`config.mk`:
```
export PLATFORM = sky130hd
export DESIGN_NAME = canFaultConf
export DESIGN_NICKNAME = d
export VERILOG_FILES = /design/src/rtl/canFcPkg.sv /design/src/rtl/canFcData.sv /design/src/rtl/canFcCtrl.sv /design/src/rtl/canFaultConf.sv
export SDC_FILE = /design/constraint.sdc
export NUM_CORES = 1
export LEC_CHECK = 0
export ABC_AREA = 0
export CAP_MARGIN = 25
export CORE_ASPECT_RATIO = 0.5
export CORE_UTILIZATION = 49
export DETAILED_ROUTE_END_ITERATION = 10
export PLACE_DENSITY = 0.81
export SYNTH_ARGS = -nofsm -noshare
export SYNTH_HDL_FRONTEND = slang
export SYNTH_HIERARCHICAL = 1
export SYNTH_SLANG_ARGS = --single-unit
```
`constraint.sdc`:
```
create_clock -name clk -period 1.92 [get_ports clk]
set_clock_uncertainty 0.15 [all_clocks]
set_input_delay 0.48 -clock clk [delete_from_list [all_inputs] [get_ports clk]]
set_output_delay 0.48 -clock clk [all_outputs]
set_load 0.01 [all_outputs]
```
`src/rtl/canFcPkg.sv`:
```
package canFcPkg;
  // strobes from control to datapath
  typedef struct packed {
    logic countEn;      // error-active: strobes update counters
    logic recovEn;      // bus-off with reset mode cleared: count bus-free runs
    logic enterBusOff;  // load bus-off values this cycle
  } fcCtrl_t;
endpackage

```
`src/rtl/canFcData.sv`:
```
module canFcData
  import canFcPkg::*;
#(
  parameter int CNT_W         = 8,
  parameter int BUS_FREE_BITS = 11,
  parameter int RECOVER_SEQS  = 128,
  parameter int BUSOFF_LOAD   = 127
) (
  input  logic             clk,
  input  logic             rstN,
  input  fcCtrl_t          ctrl,
  input  logic             txErr,
  input  logic             rxErr,
  input  logic             txOk,
  input  logic             rxOk,
  input  logic             bitTick,
  input  logic             busLevel,
  output logic [CNT_W-1:0] txCnt,
  output logic [CNT_W-1:0] rxCnt,
  output logic             txAtMax,
  output logic             lastSeqDone
);
  localparam int RUN_W = (BUS_FREE_BITS > 1) ? $clog2(BUS_FREE_BITS) : 1;
  localparam int SEQ_W = (RECOVER_SEQS > 1) ? $clog2(RECOVER_SEQS) : 1;
  localparam logic [RUN_W-1:0] RUN_LAST = RUN_W'(BUS_FREE_BITS - 1);
  localparam logic [SEQ_W-1:0] SEQ_LAST = SEQ_W'(RECOVER_SEQS - 1);
  localparam logic [CNT_W-1:0] CNT_MAX  = {CNT_W{1'b1}};
  localparam logic [CNT_W-1:0] LOAD_VAL = CNT_W'(BUSOFF_LOAD);

  logic [RUN_W-1:0] runCnt, runNext;
  logic [SEQ_W-1:0] seqCnt, seqNext;
  logic [CNT_W-1:0] txNext, rxNext;
  logic             seqEnd;

  assign txAtMax     = (txCnt == CNT_MAX);
  assign seqEnd      = ctrl.recovEn && bitTick && busLevel && (runCnt == RUN_LAST);
  assign lastSeqDone = seqEnd && (seqCnt == SEQ_LAST);

  // recessive run counter
  always_comb begin
    runNext = runCnt;
    if (!ctrl.recovEn)      runNext = '0;
    else if (bitTick) begin
      if (!busLevel)        runNext = '0;
      else if (seqEnd)      runNext = '0;
      else                  runNext = runCnt + 1'b1;
    end
  end

  // completed bus-free sequence counter
  always_comb begin
    seqNext = seqCnt;
    if (!ctrl.recovEn)      seqNext = '0;
    else if (seqEnd)        seqNext = (seqCnt == SEQ_LAST) ? '0 : seqCnt + 1'b1;
  end

  // transmit counter
  always_comb begin
    txNext = txCnt;
    if (ctrl.enterBusOff)             txNext = LOAD_VAL;
    else if (ctrl.countEn) begin
      if (txErr)                      txNext = txCnt + 1'b1;
      else if (txOk && txCnt != '0)   txNext = txCnt - 1'b1;
    end else if (seqEnd && txCnt != '0) txNext = txCnt - 1'b1;
  end

  // receive counter
  always_comb begin
    rxNext = rxCnt;
    if (ctrl.enterBusOff)             rxNext = '0;
    else if (ctrl.countEn) begin
      if (rxErr) begin
        if (rxCnt != CNT_MAX)         rxNext = rxCnt + 1'b1;
      end else if (rxOk && rxCnt != '0) rxNext = rxCnt - 1'b1;
    end
  end

  always_ff @(posedge clk or negedge rstN) begin
    if (!rstN) begin
      txCnt  <= '0;
      rxCnt  <= '0;
      runCnt <= '0;
      seqCnt <= '0;
    end else begin
      txCnt  <= txNext;
      rxCnt  <= rxNext;
      runCnt <= runNext;
      seqCnt <= seqNext;
    end
  end
endmodule

```
`src/rtl/canFcCtrl.sv`:
```
module canFcCtrl
  import canFcPkg::*;
(
  input  logic    clk,
  input  logic    rstN,
  input  logic    txErr,
  input  logic    txAtMax,
  input  logic    lastSeqDone,
  input  logic    clrResetMode,
  input  logic    ieBusErr,
  input  logic    ieErr,
  output fcCtrl_t ctrl,
  output logic    busOff,
  output logic    resetMode,
  output logic    busErrIrq,
  output logic    errIrq
);
  logic active;

  assign active           = !busOff && !resetMode;
  assign ctrl.countEn     = active;
  assign ctrl.recovEn     = busOff && !resetMode;
  assign ctrl.enterBusOff = active && txErr && txAtMax;

  always_ff @(posedge clk or negedge rstN) begin
    if (!rstN) begin
      busOff    <= 1'b0;
      resetMode <= 1'b0;
      busErrIrq <= 1'b0;
      errIrq    <= 1'b0;
    end else begin
      if (ctrl.enterBusOff)   busOff <= 1'b1;
      else if (lastSeqDone)   busOff <= 1'b0;
      if (ctrl.enterBusOff)   resetMode <= 1'b1;
      else if (clrResetMode)  resetMode <= 1'b0;
      busErrIrq <= ctrl.enterBusOff && ieBusErr;
      errIrq    <= ctrl.enterBusOff && ieErr;
    end
  end
endmodule

```
`src/rtl/canFaultConf.sv`:
```
module canFaultConf
  import canFcPkg::*;
#(
  parameter int CNT_W         = 8,
  parameter int BUS_FREE_BITS = 11,
  parameter int RECOVER_SEQS  = 128,
  parameter int BUSOFF_LOAD   = 127
) (
  input  logic             clk,
  input  logic             rstN,
  input  logic             txErr,
  input  logic             rxErr,
  input  logic             txOk,
  input  logic             rxOk,
  input  logic             bitTick,
  input  logic             busLevel,
  input  logic             clrResetMode,
  input  logic             ieBusErr,
  input  logic             ieErr,
  output logic [CNT_W-1:0] txCnt,
  output logic [CNT_W-1:0] rxCnt,
  output logic             busOff,
  output logic             resetMode,
  output logic             busErrIrq,
  output logic             errIrq
);
  fcCtrl_t ctrl;
  logic    txAtMax, lastSeqDone;

  canFcCtrl i_ctrl (
    .clk(clk), .rstN(rstN), .txErr(txErr), .txAtMax(txAtMax),
    .lastSeqDone(lastSeqDone), .clrResetMode(clrResetMode),
    .ieBusErr(ieBusErr), .ieErr(ieErr), .ctrl(ctrl),
    .busOff(busOff), .resetMode(resetMode),
    .busErrIrq(busErrIrq), .errIrq(errIrq)
  );

  canFcData #(
    .CNT_W(CNT_W), .BUS_FREE_BITS(BUS_FREE_BITS),
    .RECOVER_SEQS(RECOVER_SEQS), .BUSOFF_LOAD(BUSOFF_LOAD)
  ) i_data (
    .clk(clk), .rstN(rstN), .ctrl(ctrl),
    .txErr(txErr), .rxErr(rxErr), .txOk(txOk), .rxOk(rxOk),
    .bitTick(bitTick), .busLevel(busLevel),
    .txCnt(txCnt), .rxCnt(rxCnt),
    .txAtMax(txAtMax), .lastSeqDone(lastSeqDone)
  );
endmodule

```
Word level (Yosys, flattened, before mapping). Cells that the tools add are included.

Output and inout bits: 20. Bits in registers: 31. Input port bits: 11. Word-level logic and storage cells: 67.

Mux-type cells: 21. Reductions and logical operators: 24. Eq/ne operators: 8. Add/sub/neg operators: 6.

Operators by type and width (count): $mux W8 (10); $mux W7 (3); $add A8 B1 Y8 const B (2); $mux W4 (4); $reduce_bool A8 Y1 (2); $sub A8 B1 Y8 const B (2); $logic_and A1 B1 Y1 (13); $eq A8 B8 Y1 const B (1); $ne A8 B8 Y1 const B (1); $add A7 B1 Y7 const B (1); $eq A7 B7 Y1 const B (1); $reduce_bool A2 Y1 (3); $reduce_bool A3 Y1 (2); $add A4 B1 Y4 const B (1); $eq A4 B4 Y1 const B (1); $mux W1 (4); $ne A2 B2 Y1 const B (2); $ne A4 B2 Y1 const B (1); $ne A3 B1 Y1 const B (1); $reduce_and A3 Y1 (1); $logic_not A1 Y1 (2); $reduce_and A2 Y1 (1).

Longest topological paths before layout.
Depth in word-level cells: 9. Depth in mapped cells: 8. Gate-level depth less buffers: 8.

Hierarchy. Netlist, hierarchy kept.

By module, submodules not included: canFcData (instances 1, area an instance 2009.4 um2, cells each 227, sequential area each 675.6 um2); canFcCtrl (instances 1, area an instance 176.4 um2, cells each 15, sequential area each 100.1 um2).

Worst setup path before layout. No wires, ideal clock.

Kind: input to register. From: input rxErr. To: register i_data.rxCnt[7]. Stages on the path: 6. Buffers on the path: 0. Setup slack: -0.204 ns. Required time: 1.700 ns. Arrival time: 1.904 ns. Setup time: 0.070 ns. Path through: inv_1 ha_1 a211oi_1 o211ai_1 a2111o_1 nand4_1.

Longest elaborated chain between the ends: 3. Elaborated cells between the ends (all ways): 6.

RTL lines: start: declaration (RTL line canFaultConf.sv:12) `input logic rxErr,`; $mux W8 (RTL line canFcData.sv:72) `if (rxErr) begin`; $mux W8 (RTL line canFcData.sv:71) `else if (ctrl.countEn) begin`; $mux W8 (RTL line canFcData.sv:70) `if (ctrl.enterBusOff) rxNext = '0;`; end signal: assignment (RTL line canFcData.sv:86) `rxCnt <= rxNext;`; end: declaration (RTL line canFcData.sv:19) `output logic [CNT_W-1:0] rxCnt,`.

Several ways; a longest one is shown, not always the timed one. The select of a mux whose other input is x is not followed. A chain may end at the register's enable or synchronous reset.

==> summary.md <==
| Metric | Value |
|---|---|
| Die X | `around 96 µm` |
| YS warnings | `6` |
| Filler cells | `around 190` |
| Buffers on Ports | `30` |
| Pre-antenna DRT Iters | `5` |
| Largest net degree at the start of global routing | `32` |
| Post-DRT Antenna Nets | `0` |
| Pwr per Cell Area | `around 410 nW/µm²` |
| Leading area contributor after synthesis | `dfrtp_1` |
| Slew at the pin closest to its max-slew limit | `549.0 ps` |
| Peak Freq | `475.9 MHz` |
| Main synth FF type | `dfrtp_1` |
| Layout cell share with drive strength beyond 1 | `0.4148` |
| Pre-CTS WS | `-748.0 ps` |
| Clk buf depth | `2` |
| Ant. Diodes | `0` |
| Worst endpoint data arrival time | `roughly 2200 ps` |
| Worst-path clk slew | `about 70 ps` |
| Post-route setup slack | `-181.3 ps` |
| Crit Path Category | `reg2reg` |
| Async set-reset flop share out of synthesis | `1.000` |
| Final HPWL DP | `between 4000 and 5000 µm` |
| Part of the Yosys area used for sequential elements | `0.3549` |
| Failing checks | `setup timing` |
| Via count | `approximately 2.8k` |
| Worst-path fanout max | `6` |
| Final setup fails | `19` |
| Hold/Removal Path Class | `reg2reg` |
| Wirelength per Cell | `around 23 µm` |
| Clock sinks | `31` |
| Post-Syn Nets | `between 200 and 300` |
| Final Util | `0.8664` |
| Total global-route track usage | `0.3390` |
| Worst slew margin | `0.6324` |
| CTS Buf Count | `5` |
| Total gr overflow | `0` |
| Register area | `about 800 µm²` |
| CTS tree | `done` |
| Final Hold Fails | `0` |
| Fin crit period | `~2100 ps` |
| P_leak | `around 1.7 nW` |
| Synth Instances | `approximately 240` |
| Power Total | `1.462 mW` |
| Post-synth EDFFs | `0` |
| Initial antenna violation count | `0` |
| Core area | `a little over 4000 µm²` |
| Crit end category | `flop` |
| Io pins | `31` |
| Drt drc | `0` |
| Die Y | `roughly 50 µm` |
| Outcome | `finished with violations` |
| Fin nets | `about 380` |
| Vias in the first global route | `~2.6k` |
| Via-to-Cell Ratio | `6.815` |
| Register bit total from synthesis | `31` |
| RSZ-0062 raised after global routing | `true` |
| FP Rows | `16` |
| WP data required | `between 1500 and 2000 ps` |
| Total die area | `around 4700 µm²` |
| Synth-to-Final Area Change | `61.88%` |
| Peak supply drop | `approximately 0.46 mV` |
| Final period util | `1.094` |
| Multi-input gate area | `1620 µm²` |
| Slew Viols, Final | `0` |
| Routability congestion estimate | `0.9490` |
| Starting Density | `0.5352` |
| Largest cells by area after synthesis | `dfrtp_1 35%, ha_1 6.9%, nand3_1 3.4%, o21ai_0 3.2%, and2_1 2.9%` |
| First-pass GRT wire length | `12130 µm` |
| Root buffer cell | `clkbuf_8` |
| Mapped Avg Cell Area | `9.032 µm²` |
| Final setup TNS | `-1539 ps` |
| Top cell type's share of synthesized area | `0.3549` |
| CP Launch Type | `flop` |
| Mapped cell area | `2186 µm²` |
| H-tree Lvls | `2` |
| Cell variety after synth | `55` |
| WL final | `around 9200 µm` |
| Skew-Pair Late Insertion Delay | `300 ps` |
| Max cap viols | `0` |
| First DRT Iteration DRCs | `approximately 210` |
-- power by group --
part	switching [mW]	total, mW	internal, mW
combinational	0.125	0.248	0.124
sequential	0.0212	0.697	0.676
clock	0.262	0.517	0.254
-- stage by stage --
step,cells,hold WS [ps],cell area [µm²]
3_3_place_gp,375,294.0,2949
2_1_floorplan,242,34.41,2193
6_report,406,305.9,3538
5_1_grt,406,324.6,3538
4_1_cts,400,306.1,3286
3_5_place_dp,375,297.7,2949
-- synth_stat cells, types with 2 or more instances --
cell      instances
nor2_1           12
a32oi_1           2
a211oi_1          7
o22ai_1           4
o31ai_1           4
nand3_1          15
or3_1             2
ha_1             12
nand2_1          14
buf_2             2
nor4_1            3
nand2b_1          3
nor3_1            4
and4_1            2
a31oi_1           3
o21ai_0          14
mux2i_1           3
xnor2_1           5
and2_1           10
and3_1            4
buf_4             2
nor2b_1           7
o21a_1            4
a21oi_1           7
o211ai_1          4
or4_1             4
nand4_1          10
inv_1            16
or2_2             2
a311oi_1          2
clkbuf_1          4
dfrtp_1          31
a211o_1           2
-- per-layer routing --
metal,vias up,GRT usage,share of wire
met1,1313,0.3884,0.36
met4,0,0.1765,0.083
met5,-,0,0
met2,221,0.5962,0.47
met3,100,0.06698,0.091
li1,1133,-,-
-- worst max-delay path, cell delays in order (launching register included) --
cell      delay (ps)
dfrtp_2          430
inv_2             70
nor2_4           130
nand4_1          160
o31a_1           330
buf_6            150
buf_6            140
a211oi_4         180
mux2i_1          270
-- what timing repair did --
item / 4_1_cts / 5_1_grt
cloned: 1 / 0
gates resized for setup: 49 / 48
setup endpoints to repair: 25 / 31
hold endpoints to repair: 0 / 0
pin swaps: 17 / 19
hold buffers: 0 / 0
setup buffers: 16 / 7
-- flip-flops by register name, summed over array words and instances (netlist names) --
signal and cells:
i_ctrl/busErrIrq 1, i_ctrl/busOff 1, i_ctrl/errIrq 1, i_ctrl/resetMode 1, i_data/runCnt 4, i_data/rxCnt 8
i_data/seqCnt 7, i_data/txCnt 8
-- logic make-up after synthesis --
family          after synthesis  share of synthesized area
compound gates               66                     0.2215
xor+xnor                      5                    0.02003
fa+ha+maj                    13                    0.07785
buf+inv                      25                    0.04751
flops                        31                     0.3549
mux                           3                    0.01374
simple gates                 99                     0.2645
-- area by class of cell --
cell class,instances,share of cell area
multi-input combinational,186,0.4579
timing repair buffer,110,0.2592
sequential,31,0.2214
clock buffer,7,0.02157
inverter,17,0.01945
tap,54,0.01909
clock inverter,1,0.001414
-- final timing paths --
| check | from | end | slack, ps | cells past startpoint |
|---|---|---|---|---|
| setup / recovery | i_ctrl/busOff | i_data/txCnt[5] | -180 | 8 |
| hold / removal | i_data/seqCnt[5] | i_data/seqCnt[5] | 310 | 1 |
| setup reg to reg | i_ctrl/busOff | i_data/txCnt[5] | -180 | 8 |
| hold reg to reg | i_data/seqCnt[5] | i_data/seqCnt[5] | 310 | 1 |
| max in group asynchronous | rstN | i_data/rxCnt[4] | 860 | 2 |
| min in group asynchronous | rstN | i_data/seqCnt[4] | 440 | 2 |
-- cell usage in the layout, fill, tap and decap left out, drive strengths merged, types with 3 or more instances in the layout --
master          n
a211oi          8
a21oi           7
a31oi           3
and2           10
and3            4
buf            81
clkbuf          7
clkdlybuf4s50  12
dfrtp          31
dlygate4sd2    11
dlymetal6s2s    6
ha             12
inv            17
mux2i           3
nand2          14
nand2b          4
nand3          15
nand4          10
nor2           12
nor2b           7
nor3            4
nor4            3
o211ai          4
o21a            4
o21ai          14
o22ai           4
o31ai           4
or4             4
xnor2           5
No activity file was read; power rests on OpenSTA's default activity.
